`src/rtl/pmsPkg.sv`:
```
package pmsPkg;
  // per-core bank offsets (low byte of address)
  localparam logic [7:0] OFS_REQ  = 8'h04;
  localparam logic [7:0] OFS_SNP  = 8'h08;
  localparam logic [7:0] OFS_ARM  = 8'h0C;
  localparam logic [7:0] OFS_EVT  = 8'h20;
  localparam logic [7:0] OFS_BOOT = 8'h24;
  // global register offset within bank 0 and top bank
  localparam logic [7:0] OFS_GLB  = 8'h04;

  typedef struct packed {
    logic idleWait;
    logic snoopWait;
    logic irqWake;
    logic fiqWake;
    logic dbgWake;
    logic pwdReq;
    logic dfsReq;
    logic keepSnoop;
  } coreCfg_t;

  typedef struct packed {
    logic clrPwd;
    logic clrDfs;
    logic setDone;
  } coreStb_t;

  typedef enum logic [2:0] {ST_RUN, ST_SNOOP, ST_COUNT, ST_OFF, ST_DFS} seqState_t;
endpackage

```
`src/rtl/pmsRegFile.sv`:
```
module pmsRegFile import pmsPkg::*; #(
  parameter int NUM_CORES = 2,
  parameter int ADDR_W    = 12,
  parameter int DLY_W     = 15,
  parameter int DLY_RESET = 100
) (
  input  logic                   clk,
  input  logic                   rstN,
  input  logic                   wrEn,
  input  logic [ADDR_W-1:0]      addr,
  input  logic [31:0]            wrData,
  output logic [31:0]            rdData,
  input  coreStb_t               stb [NUM_CORES],
  output coreCfg_t               cfg [NUM_CORES],
  output logic [DLY_W-1:0]       dlyCount,
  input  logic [NUM_CORES-1:0]   irqIn,
  input  logic [NUM_CORES-1:0]   fiqIn,
  input  logic [NUM_CORES-1:0]   pwrOff,
  output logic [NUM_CORES-1:0]   irqOut,
  output logic [NUM_CORES-1:0]   fiqOut,
  output logic [NUM_CORES-1:0]   doneIrq,
  output logic                   l2PwrOff,
  output logic [NUM_CORES*32-1:0] bootAddr
);
  localparam int BANK_W = ADDR_W - 8;
  localparam logic [BANK_W-1:0] BANK_TOP = '1;
  localparam logic [DLY_W:0] DLY_INIT = DLY_RESET[DLY_W:0];

  logic [BANK_W-1:0] bank;
  logic [7:0] off;
  assign bank = addr[ADDR_W-1:8];
  assign off  = addr[7:0];

  logic fabricEn;
  logic [DLY_W:0] dlyReg;
  logic [NUM_CORES-1:0] offWithL2;
  logic [NUM_CORES*32-1:0] rdFlat;

  always_ff @(posedge clk or negedge rstN) begin
    if (!rstN) begin
      fabricEn <= 1'b0;
      dlyReg   <= DLY_INIT;
    end else if (wrEn && off == OFS_GLB) begin
      if (bank == '0)       fabricEn <= wrData[20];
      if (bank == BANK_TOP) dlyReg   <= wrData[DLY_W:0];
    end
  end
  assign dlyCount = dlyReg[DLY_W:1];

  for (genvar c = 0; c < NUM_CORES; c++) begin : gCore
    logic [2:0] reqR;   // {l2, dfs, pwd}
    logic [6:0] armR;   // {fiqMask, irqMask, dbgWake, fiqWake, irqWake, snoopWait, idleWait}
    logic keepR, doneR, doneMaskR;
    logic [31:0] bootR;
    logic hit;
    assign hit = wrEn && (bank == BANK_W'(c + 1));

    always_ff @(posedge clk or negedge rstN) begin
      if (!rstN) begin
        reqR <= '0; armR <= '0; keepR <= 1'b0;
        doneR <= 1'b0; doneMaskR <= 1'b0; bootR <= '0;
      end else begin
        if (hit && off == OFS_REQ)  reqR  <= {wrData[20], wrData[18], wrData[16]};
        if (hit && off == OFS_ARM)  armR  <= {wrData[25], wrData[24], wrData[22], wrData[21],
                                              wrData[20], wrData[17], wrData[16]};
        if (hit && off == OFS_SNP)  keepR <= wrData[0];
        if (hit && off == OFS_BOOT) bootR <= wrData;
        if (hit && off == OFS_EVT) begin
          doneMaskR <= wrData[17];
          doneR     <= doneR & wrData[1];
        end
        if (stb[c].clrPwd) begin
          reqR[0] <= 1'b0;
          reqR[2] <= 1'b0;
        end
        if (stb[c].clrDfs)  reqR[1] <= 1'b0;
        if (stb[c].setDone) doneR   <= 1'b1;
      end
    end

    assign cfg[c] = '{armR[0], armR[1], armR[2], armR[3], armR[4], reqR[0], reqR[1], keepR};
    assign irqOut[c]    = irqIn[c] & ~armR[5];
    assign fiqOut[c]    = fiqIn[c] & ~armR[6];
    assign doneIrq[c]   = doneR & ~doneMaskR;
    assign offWithL2[c] = pwrOff[c] & reqR[2];
    assign bootAddr[c*32 +: 32] = bootR;

    assign rdFlat[c*32 +: 32] =
      (off == OFS_REQ)  ? {11'b0, reqR[2], 1'b0, reqR[1], 1'b0, reqR[0], 16'b0} :
      (off == OFS_ARM)  ? {6'b0, armR[6], armR[5], 1'b0, armR[4], armR[3], armR[2],
                           2'b0, armR[1], armR[0], 16'b0} :
      (off == OFS_SNP)  ? {31'b0, keepR} :
      (off == OFS_EVT)  ? {14'b0, doneMaskR, 15'b0, doneR, 1'b0} :
      (off == OFS_BOOT) ? bootR : 32'b0;
  end

  assign l2PwrOff = fabricEn & (&offWithL2);

  always_comb begin
    rdData = '0;
    if (bank == '0 && off == OFS_GLB) rdData[20] = fabricEn;
    else if (bank == BANK_TOP && off == OFS_GLB) rdData[DLY_W:0] = dlyReg;
    for (int i = 0; i < NUM_CORES; i++)
      if (bank == BANK_W'(i + 1)) rdData = rdFlat[i*32 +: 32];
  end
endmodule

```
`src/rtl/pmsSeqCtl.sv`:
```
module pmsSeqCtl import pmsPkg::*; #(
  parameter int NUM_CORES = 2,
  parameter int DLY_W     = 15
) (
  input  logic                 clk,
  input  logic                 rstN,
  input  coreCfg_t             cfg [NUM_CORES],
  input  logic [DLY_W-1:0]     dlyCount,
  input  logic [NUM_CORES-1:0] coreWfi,
  input  logic [NUM_CORES-1:0] snoopEmpty,
  input  logic [NUM_CORES-1:0] irqIn,
  input  logic [NUM_CORES-1:0] fiqIn,
  input  logic [NUM_CORES-1:0] dbgIn,
  input  logic [NUM_CORES-1:0] dfsAck,
  output coreStb_t             stb [NUM_CORES],
  output logic [NUM_CORES-1:0] pwrOff,
  output logic [NUM_CORES-1:0] dfsGo,
  output logic [NUM_CORES-1:0] snoopDetach
);
  for (genvar c = 0; c < NUM_CORES; c++) begin : gSeq
    seqState_t st;
    logic [DLY_W-1:0] cnt;
    logic wake, downPath, ackNow;

    assign wake = (irqIn[c] & cfg[c].irqWake) | (fiqIn[c] & cfg[c].fiqWake) |
                  (dbgIn[c] & cfg[c].dbgWake);
    assign downPath = (st == ST_SNOOP) || (st == ST_COUNT) || (st == ST_OFF);
    assign ackNow   = (st == ST_DFS) && dfsAck[c];

    always_ff @(posedge clk or negedge rstN) begin
      if (!rstN) begin
        st  <= ST_RUN;
        cnt <= '0;
      end else begin
        case (st)
          ST_RUN:
            if (cfg[c].idleWait && coreWfi[c]) begin
              if (cfg[c].dfsReq) st <= ST_DFS;
              else if (cfg[c].pwdReq) begin
                if (cfg[c].snoopWait && !snoopEmpty[c]) st <= ST_SNOOP;
                else begin
                  st  <= ST_COUNT;
                  cnt <= dlyCount;
                end
              end
            end
          ST_SNOOP:
            if (wake) st <= ST_RUN;
            else if (snoopEmpty[c]) begin
              st  <= ST_COUNT;
              cnt <= dlyCount;
            end
          ST_COUNT:
            if (wake) st <= ST_RUN;
            else if (cnt == '0) st <= ST_OFF;
            else cnt <= cnt - 1'b1;
          ST_OFF:  if (wake) st <= ST_RUN;
          ST_DFS:  if (dfsAck[c]) st <= ST_RUN;
          default: st <= ST_RUN;
        endcase
      end
    end

    assign stb[c] = '{downPath && wake, ackNow, ackNow};
    assign pwrOff[c]      = (st == ST_OFF);
    assign dfsGo[c]       = (st == ST_DFS);
    assign snoopDetach[c] = ((st == ST_COUNT) || (st == ST_OFF)) && !cfg[c].keepSnoop;
  end
endmodule

```
`src/rtl/coreIdlePwrCtl.sv`:
```
module coreIdlePwrCtl import pmsPkg::*; #(
  parameter int NUM_CORES = 2,
  parameter int ADDR_W    = 12,
  parameter int DLY_W     = 15,
  parameter int DLY_RESET = 100
) (
  input  logic                    clk,
  input  logic                    rstN,
  input  logic                    regWrEn,
  input  logic [ADDR_W-1:0]       regAddr,
  input  logic [31:0]             regWrData,
  output logic [31:0]             regRdData,
  input  logic [NUM_CORES-1:0]    coreWfi,
  input  logic [NUM_CORES-1:0]    snoopEmpty,
  input  logic [NUM_CORES-1:0]    irqIn,
  input  logic [NUM_CORES-1:0]    fiqIn,
  input  logic [NUM_CORES-1:0]    dbgIn,
  input  logic [NUM_CORES-1:0]    dfsAck,
  output logic [NUM_CORES-1:0]    irqOut,
  output logic [NUM_CORES-1:0]    fiqOut,
  output logic [NUM_CORES-1:0]    pwrOff,
  output logic                    l2PwrOff,
  output logic [NUM_CORES-1:0]    dfsGo,
  output logic [NUM_CORES-1:0]    snoopDetach,
  output logic [NUM_CORES-1:0]    dfsDoneIrq,
  output logic [NUM_CORES*32-1:0] bootAddr
);
  coreCfg_t cfg [NUM_CORES];
  coreStb_t stb [NUM_CORES];
  logic [DLY_W-1:0] dlyCount;

  pmsRegFile #(.NUM_CORES(NUM_CORES), .ADDR_W(ADDR_W), .DLY_W(DLY_W), .DLY_RESET(DLY_RESET)) uRegs (
    .clk(clk), .rstN(rstN), .wrEn(regWrEn), .addr(regAddr), .wrData(regWrData),
    .rdData(regRdData), .stb(stb), .cfg(cfg), .dlyCount(dlyCount),
    .irqIn(irqIn), .fiqIn(fiqIn), .pwrOff(pwrOff), .irqOut(irqOut), .fiqOut(fiqOut),
    .doneIrq(dfsDoneIrq), .l2PwrOff(l2PwrOff), .bootAddr(bootAddr)
  );

  pmsSeqCtl #(.NUM_CORES(NUM_CORES), .DLY_W(DLY_W)) uSeq (
    .clk(clk), .rstN(rstN), .cfg(cfg), .dlyCount(dlyCount), .coreWfi(coreWfi),
    .snoopEmpty(snoopEmpty), .irqIn(irqIn), .fiqIn(fiqIn), .dbgIn(dbgIn), .dfsAck(dfsAck),
    .stb(stb), .pwrOff(pwrOff), .dfsGo(dfsGo), .snoopDetach(snoopDetach)
  );
endmodule

```
`config.mk`:
```
export PLATFORM = sky130hd
export DESIGN_NAME = coreIdlePwrCtl
export DESIGN_NICKNAME = d
export VERILOG_FILES = /design/src/rtl/pmsPkg.sv /design/src/rtl/pmsRegFile.sv /design/src/rtl/pmsSeqCtl.sv /design/src/rtl/coreIdlePwrCtl.sv
export SDC_FILE = /design/constraint.sdc
export NUM_CORES = 1
export LEC_CHECK = 0
export ABC_AREA = 1
export CORE_UTILIZATION = 52
export DETAILED_ROUTE_END_ITERATION = 7
export PLACE_DENSITY_LB_ADDON = 0.2
export SLEW_MARGIN = 0
export SYNTH_ARGS = -nofsm -noshare
export SYNTH_HDL_FRONTEND = slang
export SYNTH_SLANG_ARGS = --single-unit
```
`constraint.sdc`:
```
create_clock -name clk -period 2.24 [get_ports clk]
set_clock_uncertainty 0.15 [all_clocks]
set_input_delay 0.448 -clock clk [delete_from_list [all_inputs] [get_ports clk]]
set_output_delay 0.448 -clock clk [all_outputs]
set_load 0.01 [all_outputs]
```
After elaboration in Yosys (flattened, before gate mapping) --
Cells that the tools add are included. Widths: inputs -> output; s select.
Word-level totals: flip-flop bits (word level) 143, bits of input ports 59, output and inout port bits 109, word-level logic and storage cells 213
Cells by class: $add $sub $neg 2, equal/unequal tests 42, mux-type cells 67, bitwise gates (word level) 27, reductions and logical operators 55
Operator list (number):
- $mux 32 | 12
- $mux 15 | 16
- $pmux 15 s3 | 2
- $mux 3 | 20
- $mux 16 | 2
- $ne 2x2->1 const B | 16
- $logic_not 15->1 | 2
- $pmux 3 s5 | 2
- $sub 15x1->15 const B | 2
- $logic_and 1x1->1 | 25
- $reduce_and 9->1 | 2
- $and 1x1->1 | 17
- $eq 8x4->1 const B | 2
- $eq 8x6->1 const B | 2
- $eq 3x2->1 const B | 4
- $reduce_and 6->1 | 2
- $reduce_bool 2->1 | 6
- $mux 1 | 11
- $ne 3x2->1 const B | 3
- $eq 8x3->1 const B | 1
- $ne 2x1->1 const B | 4
- $eq 3x1->1 const B | 2
- $eq 3x3->1 const B | 2
- $logic_not 3->1 | 2
- 13 further kinds | 34

Logic depth before layout (Yosys ltp) --
depth after elaboration 8, depth in mapped cells 12, mapped depth without buffers 11

Cells and area by module --
Synthesis repeated with hierarchy kept, for this count alone.
Unflattened totals: cells, all modules 1197, area, all modules 8618.3 µm²
By module, submodules not included:
- pmsRegFile | times used 1, cells an instance 680, area an instance 5631.7 µm², seq. area each 2681.3 µm²
- pmsSeqCtl | times used 1, cells an instance 517, area an instance 2986.6 µm², seq. area each 900.9 µm²

Worst setup path after synthesis --
Ideal clock, no wire load.
path kind input-to-output, start input port regAddr[4], end output port regRdData[10], arrival 1.484 ns, data required time 1.642 ns, path slack 0.158 ns, stages on the path 8, path buffers 1, cells stage by stage nor2_1 -> nand2_2 -> nor2_8 -> nand2_2 -> buf_2 -> nor2_1 -> o21ai_0 -> nor2_1
On the way: word-level cells in the longest chain between the ends 8, elaborated cells on any way between the ends 21, classes of those cells 5 x eq/ne; 14 x mux; 2 x reduce/logical
RTL lines:
- start, declared | line coreIdlePwrCtl.sv:10 | input logic [ADDR_W-1:0] regAddr,
- $eq 8x6->1 | line pmsRegFile.sv:94 | (off == OFS_BOOT) ? bootR : 32'b0;
- $mux 32 | line pmsRegFile.sv:94
- $mux 32 | line pmsRegFile.sv:93 | (off == OFS_EVT) ? {14'b0, doneMaskR, 15'b0, doneR, 1'b0} :
- $mux 32 | line pmsRegFile.sv:92 | (off == OFS_SNP) ? {31'b0, keepR} :
- $mux 32 | line pmsRegFile.sv:90 | (off == OFS_ARM) ? {6'b0, armR[6], armR[5], 1'b0, armR[4], armR[3], armR[2],
- $mux 32 | line pmsRegFile.sv:89 | (off == OFS_REQ) ? {11'b0, reqR[2], 1'b0, reqR[1], 1'b0, reqR[0], 16'b0} :
- $mux 32 | line pmsRegFile.sv:104 | if (bank == BANK_W'(i + 1)) rdData = rdFlat[i*32 +: 32];
- $mux 32 * | line pmsRegFile.sv:104
- end, declared | line coreIdlePwrCtl.sv:12 | output logic [31:0] regRdData,
Mark *: on every way between the ends. The rest lies on a longest branch, timed or not.

Worst setup path in the final report --
start input port regAddr[11], end output port regRdData[15]
On the way: word-level cells in the longest chain between the ends 6, elaborated cells on any way between the ends 10, classes of those cells 3 x eq/ne; 4 x mux; 3 x reduce/logical
RTL lines:
- $eq 4x4->1 | line pmsRegFile.sv:102 | else if (bank == BANK_TOP && off == OFS_GLB) rdData[DLY_W:0] = dlyReg;
- $logic_and 1x1->1 | line pmsRegFile.sv:102
- $mux 16 | line pmsRegFile.sv:102
- $mux 16 | line pmsRegFile.sv:101 | if (bank == '0 && off == OFS_GLB) rdData[20] = fabricEn;
- $mux 32 | line pmsRegFile.sv:104
- $mux 32 * | line pmsRegFile.sv:104
Marked as above.

==> impl_metrics.tcl <==
set metrics [dict create \
    synth_compound_area_share_pct 11.1 \
    place_inst 1556 \
    status "finished with violations" \
    ys_top_cells_by_count "441 x nand2_1, 140 x dfrtp_1, 118 x inv_1, 103 x nor2_1, 85 x o21ai_1" \
    dieWidth_um 127 \
    gp_congestion 0.896 \
    routed_wl_mm 27.8 \
    start_util_pct 53.3 \
    synth-simple-area-share_pct 35.0 \
    critPathRequiredTime_ns 1.64 \
    yosys_warnings 0 \
    first_iter_violations 827 \
    grt_pass1_wl_mm 41.8 \
    tightest_slew_ns 0.522 \
    ant_nets 0 \
    synthFlopType "dfrtp_1" \
    overflow 0 \
    yosysTopAreaCell "dfrtp_1" \
    stdcell_count 1624 \
    powerDensity_nw_per_um2 829 \
    io_pins 168 \
    grt_usage_pct 33.6 \
    antenna_found_initial 0 \
    final_util_pct 77.3 \
    netlist_area_um2 8140 \
    diodes 0 \
    nets 1461 \
    synth_top_family_by_area "simple AND/OR/NAND/NOR gates" \
    die_area_um2 16200 \
    drt-wirelength-per-cell_um 17.1 \
    synth_area_leaders "dfrtp_1 43%, nand2_1 20%, inv_1 5.4%, o21ai_1 5.2%, nor2_1 4.8%" \
    htreeDepth 4 \
    clock_path_buffers 2 \
    synth-edff-count 0 \
    startpoint_type "input pin" \
    slew_headroom_pct 64.9 \
    grt_max_degree 41 \
    synth_nets 1217 \
    cts_tree "built" \
    yosysTopAreaCellShare_pct 43.1 \
    firstDrtPassIters 5 \
    yosysMostFrequentCell "nand2_1" \
    path_max_fanout 6 \
    root_buffer "clkbuf_16" \
    synthMuxAreaShare_pct 0 \
    ys_types 35 \
    cts_sinks 143 \
    max-vdd-ir-drop_uv 777 \
    synthAdderAreaFrac_pct 0.308 \
    p_leak_nw 5.95 \
    drive_gt1_share_pct 22.7 \
    finalCritPeriodShare_pct 108 \
    synthCells 1156 \
    worstPathArrival_ns 1.82 \
    syn2layout_area_growth_pct 44.9 \
    crit_path_end_kind "primary output" \
    rows 45 \
    core_area_um2 15300 \
    setup_viol 32 \
    violations "negative setup slack" \
    syn_avg_cell_area_um2 7.04 \
    hp-class "in2async" \
    vias 8938 \
    die_y_um 127 \
    slew_viol_final 0 \
    hold_viol 0 \
    synthXorXnorAreaFrac_pct 0.753 \
    cts_buffers 17 \
    clk_pin_slew_ns 0.06 \
    path_class "in2out" \
    clock_latency_ns 0.44 \
    rsz0062_at_grt "true" \
    fin_ws_ns -0.175 \
    viasPerCell 5.50 \
    io_buffers 167 \
    yosysSeqAreaShare_pct 44.0 \
    hpwl_mm 17.8 \
    period_minus_slack_ns 2.41 \
    async_flop_share_pct 100 \
    ys_ff_latch 143 \
    clock.fmax_mhz 414 \
    maxCapViolations 0 \
    drc 0 \
    grt_pass1_vias 8391 \
]
report_power, final:
| group | switching (W) | internal (W) | total, W | leakage [nW] |
|---|---|---|---|---|
| Clock | 0.00124 | 0.00168 | 0.00291 | 0.291 |
| Sequential | 0.000248 | 0.00283 | 0.00308 | 1.93 |
| Combinational | 0.00242 | 0.00137 | 0.00379 | 3.73 |
registers in the layout, summed over array words and instances (netlist names):
register               flops
uRegs.fabricEn             1
uRegs.gCore.doneR          2
uRegs.gCore.doneMaskR      2
uRegs.gCore.reqR           6
uRegs.gCore.armR          14
uRegs.gCore.bootR         64
uSeq.gSeq.st               6
uRegs.dlyReg              16
uSeq.gSeq.cnt             30
uRegs.gCore.keepR          2
worst max-delay path, cell delays in order:
cell and delay [ns]:
buf_6 0.10, nor2_4 0.14, inv_2 0.07, nor2_4 0.12, nand2_2 0.08, inv_2 0.07, buf_12 0.12, buf_4 0.15
nand2_1 0.05, nand2_1 0.09, o21ai_2 0.07, nor2_1 0.14, buf_2 0.15
placed cells by master (no fill, tap or decap), drive strengths merged, types with 3 or more instances in the layout:
master	instances
o21bai	4
dfrtp	140
nand3	51
nand2	452
nor3	10
or2	18
clkinv	4
xor2	4
o21ai	148
clkdlybuf4s15	3
clkinvlp	3
inv	133
clkbuf	17
buf	135
a21oi	23
xnor2	3
nor2	117
nand4	11
clkdlybuf4s50	111
dlygate4sd2	5
dlymetal6s2s	4
dfstp	3
logic make-up (layout without fill, tap and decap cells):
family          Yosys count  count (layout)
compound gates          178             178
xor+xnor                  7               7
fa+ha+maj                 2               2
buf+inv                 162             419
flops                   143             143
simple gates            664             664
path summary, 6_finish.rpt:
| kind | slack, ns | end | from | depth (start not counted) |
|---|---|---|---|---|
| min in group clk | 0.33 | uRegs.dlyReg[5] | uRegs.dlyReg[5] | 2 |
| worst max-delay path | -0.17 | regRdData[15] | regAddr[11] | 13 |
| max in group asynchronous | 0.98 | uRegs.dlyReg[5] | rstN | 3 |
| worst min register to register | 0.33 | uRegs.dlyReg[5] | uRegs.dlyReg[5] | 2 |
| worst min-delay path | 0.33 | uSeq.gSeq[1].st[0] | rstN | 2 |
| worst max register to register | 0.19 | uSeq.gSeq[0].cnt[2] | uSeq.gSeq[0].st[1] | 11 |
routing by layer:
layer | part of all wire, % | vias to the layer above | wire length (um) | GRT usage, %
met4 | 4.2 | 0 | 1170 | 14.5
met3 | 8.8 | 116 | 2440 | 9.09
li1 | - | 4127 | - | -
met2 | 47 | 518 | 13200 | 53.5
met1 | 40 | 4177 | 11000 | 43.2
met5 | 0 | - | 0 | 0
layout make-up:
cell class                 instances  area (um^2)
multi-input combinational        851         4280
sequential                       143         3580
fill                            1046         3460
timing repair buffer             260         2570
inverter                         126          490
clock buffer                      17          425
tap                              211          264
clock inverter                    15          175
timing repair inverter             1         7.51
per-stage QoR:
step / setup slack, ns / hold WS, ns / cell area (um^2) / setup TNS, ns / power, W
global route: -0.273 / 0.367 / 11800 / -4.45 / 0.0104
floorplan: 0.158 / 0.00241 / 8140 / 0 / 0.00568
CTS: -0.117 / 0.328 / 11500 / -1.05 / 0.00962
global placement: -0.888 / 0.229 / 10400 / -34.69 / 0.00659
finish: -0.175 / 0.327 / 11800 / -2.32 / 0.00978
detailed placement: -0.939 / 0.229 / 10400 / -38.22 / 0.00668
repair_timing:
item	in CTS	in global routing
gates resized for setup	293	86
setup endpoints to repair	39	37
endpoints found under the hold margin	33	0
cloned	4	0
pin swaps	40	35
hold buffers	1	0
setup buffers	23	13
Note: power is estimated with default switching activity, not from simulation.
